`src/rtl/pwr_mode_pkg.sv`:
```
package pwr_mode_pkg;
  localparam int PCR_W   = 4;
  localparam int BIT_IDL = 0;
  localparam int BIT_PD  = 1;
  localparam int BIT_GFA = 2;
  localparam int BIT_GFB = 3;

  typedef struct packed {
    logic flag_b;
    logic flag_a;
    logic pdown;
    logic idle;
  } pcr_t;
endpackage

```
`src/rtl/pmc_wake.sv`:
```
module pmc_wake #(
  parameter int IRQ_NUM   = 5,
  parameter int EXT0_IDX  = 0,
  parameter int EXT1_IDX  = 2,
  parameter bit LOWPWR_EN = 1'b1
) (
  input  logic               tick,
  input  logic [IRQ_NUM-1:0] irq_pend,
  input  logic [IRQ_NUM-1:0] irq_en,
  output logic               clr_idle,
  output logic               clr_pd
);
  logic [IRQ_NUM-1:0] live;
  assign live = irq_pend & irq_en;

  generate
    if (LOWPWR_EN) begin : g_lp
      assign clr_idle = tick & (|live);
      assign clr_pd   = tick & (live[EXT0_IDX] | live[EXT1_IDX]);
    end else begin : g_plain
      assign clr_idle = 1'b0;
      assign clr_pd   = 1'b0;
    end
  endgenerate
endmodule

```
`src/rtl/pmc_reg.sv`:
```
module pmc_reg
  import pwr_mode_pkg::*;
(
  input  logic clk,
  input  logic rst,
  input  logic wr_en,
  input  pcr_t wr_data,
  input  logic clr_idle,
  input  logic clr_pd,
  output pcr_t q
);
  always_ff @(posedge clk) begin
    if (rst) begin
      q <= '0;
    end else if (wr_en) begin
      q <= wr_data;
    end else begin
      if (clr_idle) q.idle  <= 1'b0;
      if (clr_pd)   q.pdown <= 1'b0;
    end
  end
endmodule

```
`src/rtl/pmc_out.sv`:
```
module pmc_out
  import pwr_mode_pkg::*;
#(
  parameter bit LOWPWR_EN = 1'b1
) (
  input  logic clk,
  input  logic rst,
  input  pcr_t state,
  output logic core_run,
  output logic periph_clk_en
);
  logic idle_eff;
  logic run_d;
  logic per_d;

  generate
    if (LOWPWR_EN) begin : g_lp
      assign idle_eff = state.idle & ~state.pdown;
      assign run_d    = ~(state.pdown | idle_eff);
      assign per_d    = ~state.pdown;
    end else begin : g_plain
      assign idle_eff = 1'b0;
      assign run_d    = 1'b1;
      assign per_d    = 1'b1;
    end
  endgenerate

  always_ff @(posedge clk) begin
    if (rst) begin
      core_run      <= 1'b1;
      periph_clk_en <= 1'b1;
    end else begin
      core_run      <= run_d;
      periph_clk_en <= per_d;
    end
  end
endmodule

```
`src/rtl/pwr_mode_ctrl.sv`:
```
module pwr_mode_ctrl
  import pwr_mode_pkg::*;
#(
  parameter int DATA_W    = 8,
  parameter int IRQ_NUM   = 5,
  parameter int EXT0_IDX  = 0,
  parameter int EXT1_IDX  = 2,
  parameter bit LOWPWR_EN = 1'b1
) (
  input  logic               clk,
  input  logic               rst,
  input  logic               sfr_sel,
  input  logic               sfr_we,
  input  logic [DATA_W-1:0]  sfr_wdata,
  output logic [DATA_W-1:0]  sfr_rdata,
  input  logic               tick,
  input  logic [IRQ_NUM-1:0] irq_pend,
  input  logic [IRQ_NUM-1:0] irq_en,
  output logic               core_run,
  output logic               periph_clk_en
);
  localparam int PAD_W = DATA_W - PCR_W;

  pcr_t reg_q;
  pcr_t wr_val;
  logic wr_en;
  logic clr_idle;
  logic clr_pd;

  assign wr_en  = sfr_sel & sfr_we;
  assign wr_val = pcr_t'(sfr_wdata[PCR_W-1:0]);

  pmc_wake #(
    .IRQ_NUM(IRQ_NUM), .EXT0_IDX(EXT0_IDX),
    .EXT1_IDX(EXT1_IDX), .LOWPWR_EN(LOWPWR_EN)
  ) u_wake (
    .tick(tick), .irq_pend(irq_pend), .irq_en(irq_en),
    .clr_idle(clr_idle), .clr_pd(clr_pd)
  );

  pmc_reg u_reg (
    .clk(clk), .rst(rst), .wr_en(wr_en), .wr_data(wr_val),
    .clr_idle(clr_idle), .clr_pd(clr_pd), .q(reg_q)
  );

  pmc_out #(.LOWPWR_EN(LOWPWR_EN)) u_out (
    .clk(clk), .rst(rst), .state(reg_q),
    .core_run(core_run), .periph_clk_en(periph_clk_en)
  );

  assign sfr_rdata = {{PAD_W{1'b0}}, reg_q};
endmodule

```
`config.mk`:
```
export PLATFORM = sky130hd
export DESIGN_NAME = pwr_mode_ctrl
export DESIGN_NICKNAME = d
export VERILOG_FILES = /design/src/rtl/pwr_mode_pkg.sv /design/src/rtl/pmc_wake.sv /design/src/rtl/pmc_reg.sv /design/src/rtl/pmc_out.sv /design/src/rtl/pwr_mode_ctrl.sv
export SDC_FILE = /design/constraint.sdc
export NUM_CORES = 1
export LEC_CHECK = 0
export ABC_AREA = 1
export BUFFER_PORTS_ARGS = -buffer_cell sky130_fd_sc_hd__buf_2
export CORE_AREA = 3 3 40 42
export DETAILED_ROUTE_END_ITERATION = 8
export DIE_AREA = 0 0 43 45
export RECOVER_POWER = 100
export SYNTH_ARGS = -nofsm -noshare
export SYNTH_HDL_FRONTEND = slang
export SYNTH_SLANG_ARGS = --single-unit
```
`constraint.sdc`:
```
create_clock -name clk -period 0.87 [get_ports clk]
set_input_delay 0.1305 -clock clk [delete_from_list [all_inputs] [get_ports clk]]
set_output_delay 0.1305 -clock clk [all_outputs]
set_load 0.03 [all_outputs]
```
==> results.py <==
metrics = {
    "worst_setup_path": {
        "r2r-start": "u_reg.q[0]",
        "startpoint_type": "register",
        "crit_required_ns": 0.74,
        "path_class": "reg -> out",
        "slowest_stage": "dfxtp_2",
        "worst-path-buf-inv": 1,
        "end_kind": "output port",
        "crit_chain": "buf_6",
        "slowest_delay_ns": 0.34,
        "reg2reg_depth": 4,
        "r2r_slack_ns": 0.16,
        "crit_arrival_ns": 0.71,
        "cp_max_fo": 3,
        "r2r_end": "u_reg.q[0]",
        "crit_family": "flip-flops",
    },
    "yosys": {
        "muxShareOfSynthArea": 0,
        "yosys.area_share.simple": 0.244,
        "synth_xor_area_frac": 0,
        "syn_area_um2": 277,
        "avgSynthCellArea_um2": 7.09,
        "synth-edff-count": 0,
        "synth_flop_cell": "dfxtp_1",
        "synth-adder-area-share": 0,
        "netlist_top_cells_count": "11 x nand2_1, 6 x dfxtp_1, 5 x o21ai_0, 4 x buf_4, 4 x nor2_1",
        "synth_area_leaders": "dfxtp_1 43%, nand2_1 15%, buf_4 11%, o21ai_0 9.0%, nor2_1 5.4%",
        "synth.distinct_cells": 11,
        "async_flop_share": 0,
        "yosysTopAreaCell": "dfxtp_1",
        "synth_top_family_by_area": "simple AND/OR/NAND/NOR gates",
        "synth_top_area_frac": 0.434,
        "synth_compound_area_frac": 0.158,
        "ys_seq_area_frac": 0.434,
        "synth.most_common_cell": "nand2_1",
        "ys_seq_elements": 6,
        "yosysWarnings": 0,
        "synthCells": 39,
    },
    "placement": {
        "gp_congestion": 0.690,
        "hpwl_um": 538,
        "io_buffers": 24,
    },
    "route": {
        "vias": 310,
        "vias_per_cell": 3.83,
        "wl_um": 642,
        "drt-initial-drc-count": 6,
        "drt-pass1-iter-count": 5,
        "ant_nets": 0,
        "wl_per_cell_um": 7.93,
        "drcViolationCount": 0,
    },
    "timing": {
        "setup_tns_ns": 0,
        "fin_crit_ns": 0.841,
        "clock.fmax_mhz": 1190,
        "fin_crit_sh": 0.967,
        "finalClockSkew_ns": 0.00267,
        "maxSlewViolCount": 0,
        "hold_viol_final": 0,
        "rsz0062_at_grt": "true",
        "setup_viol": 0,
    },
    "power_and_ir_drop": {
        "leakagePower_nw": 0.247,
        "ir_worst_vdd_mv": 1.12,
        "power_mw": 0.728,
        "power.density_mw_per_mm2": 1560,
    },
    "clocking": {
        "cts_hold_buf": 0,
        "cts.sinks": 6,
        "cts_tree": "yes",
        "clk_pin_slew_worst_paths_ns": 0.04,
        "root_buffer": "clkbuf_4",
        "numCtsBuffers": 3,
        "cts_htree_levels": 1,
        "clock_path_buffers": 2,
        "insertion_delay_ns": 0.24,
    },
    "die": {
        "start_util": 0.215,
        "die_w_um": 43,
        "coreArea_mm2": 0.00128,
        "ios": 33,
        "fp.dieH_um": 45,
        "die_area_mm2": 0.00194,
        "rows": 13,
    },
    "run_status": {
        "outcome": "complete, no violations",
    },
    "hold_path": {
        "whs_path_depth": 3,
        "hold_end": "u_out.periph_clk_en",
        "min_path_type": "in -> reg",
        "hp-start": "rst",
    },
    "final_layout": {
        "final_net_count": 91,
        "multi_input_comb_area_um2": 126,
        "n_antenna_cell": 0,
        "syn2layout_area_growth_pct": 68.3,
        "final_layout_size_suffix_gt1_frac": 0.515,
        "ff_latch_area_um2": 125,
        "utilization": 0.362,
        "fill_cells": 140,
    },
    "global_route": {
        "gr-total-overflow": 0,
        "track_usage": 0.0752,
        "grt_max_degree": 8,
        "grt_pass1_wl_um": 1030,
        "antenna_found_initial": 0,
        "grt_pass1_vias": 268,
    },
    "run": {
        "drv_cap": 0,
    },
}
placed cells by master, fill, tap and decap left out, drive strengths merged:
master,n
clkbuf,3
o21ai,5
inv,3
nand3,1
nand2,12
nor2,4
dfxtp,6
conb,4
buf,25
a21oi,3
worst max-delay path by stage:
| stage | startpoint | cells after the start | end | slack [ns] |
|---|---|---|---|---|
| 2_1_floorplan | u_reg.q[0] | 4 | u_reg.q[0] | 0.09 |
| 3_3_place_gp | sfr_sel | 5 | u_reg.q[3] | 0.16 |
| 3_5_place_dp | sfr_sel | 5 | u_reg.q[3] | 0.15 |
| 4_1_cts | u_reg.q[1] | 1 | sfr_rdata[1] | 0.008 |
| 5_1_grt | u_reg.q[1] | 1 | sfr_rdata[1] | -0.005 |
| 6_report | u_reg.q[1] | 1 | sfr_rdata[1] | 0.03 |
kinds of logic after synthesis:
kind of cell / Yosys count
other: 1
buffers and inverters: 7
DFF: 6
and+or+nand+nor: 17
AOI/OAI and AO/OA: 8
layer usage:
layer | part of all wire | global-route usage | vias to the layer above | routed length [um]
li1 | - | - | 168 | -
met1 | 0.40 | 0.0681 | 129 | 254
met2 | 0.49 | 0.129 | 13 | 317
met3 | 0.11 | 0.0757 | 0 | 70
met4 | 0 | 0 | 0 | 0
met5 | 0 | 0 | - | 0
stage by stage:
step	setup slack (ns)	hold slack (ns)	instances	cell area, um^2
3_5_place_dp	0.153	0.383	77	398
5_1_grt	-0.00525	0.156	81	465
6_report	0.0288	0.135	81	465
4_1_cts	0.00791	0.134	80	435
3_3_place_gp	0.156	0.376	77	398
2_1_floorplan	0.0895	0.259	42	289
worst register-to-register path, cell delays in order (launching register included):
cell and delay [ns]:
dfxtp_2 0.33, inv_1 0.05, a21oi_2 0.09, nand2_1 0.06, a21oi_1 0.11
sequential cells by signal (all words and copies together) (netlist names):
name                 flops
u_reg.q                  4
u_out.core_run           1
u_out.periph_clk_en      1
power breakdown:
group	total (mW)	internal [mW]	switching [mW]
Sequential	0.306	0.295	0.0104
Combinational	0.177	0.0773	0.0999
Clock	0.245	0.155	0.0900
Total	0.728	0.528	0.200
final cells by class:
cell class | instances | share of cell area
timing repair buffer | 25 | 0.347
multi-input combinational | 29 | 0.272
sequential | 6 | 0.269
clock buffer | 3 | 0.0484
tap | 15 | 0.0403
inverter | 3 | 0.0242
timing repair:
| item | 4_1_cts | 5_1_grt |
|---|---|---|
| setup buffers | 0 | 1 |
| setup endpoints to repair | 4 | 6 |
| resized for setup | 6 | 10 |
No activity file was read; power rests on OpenSTA's default activity.
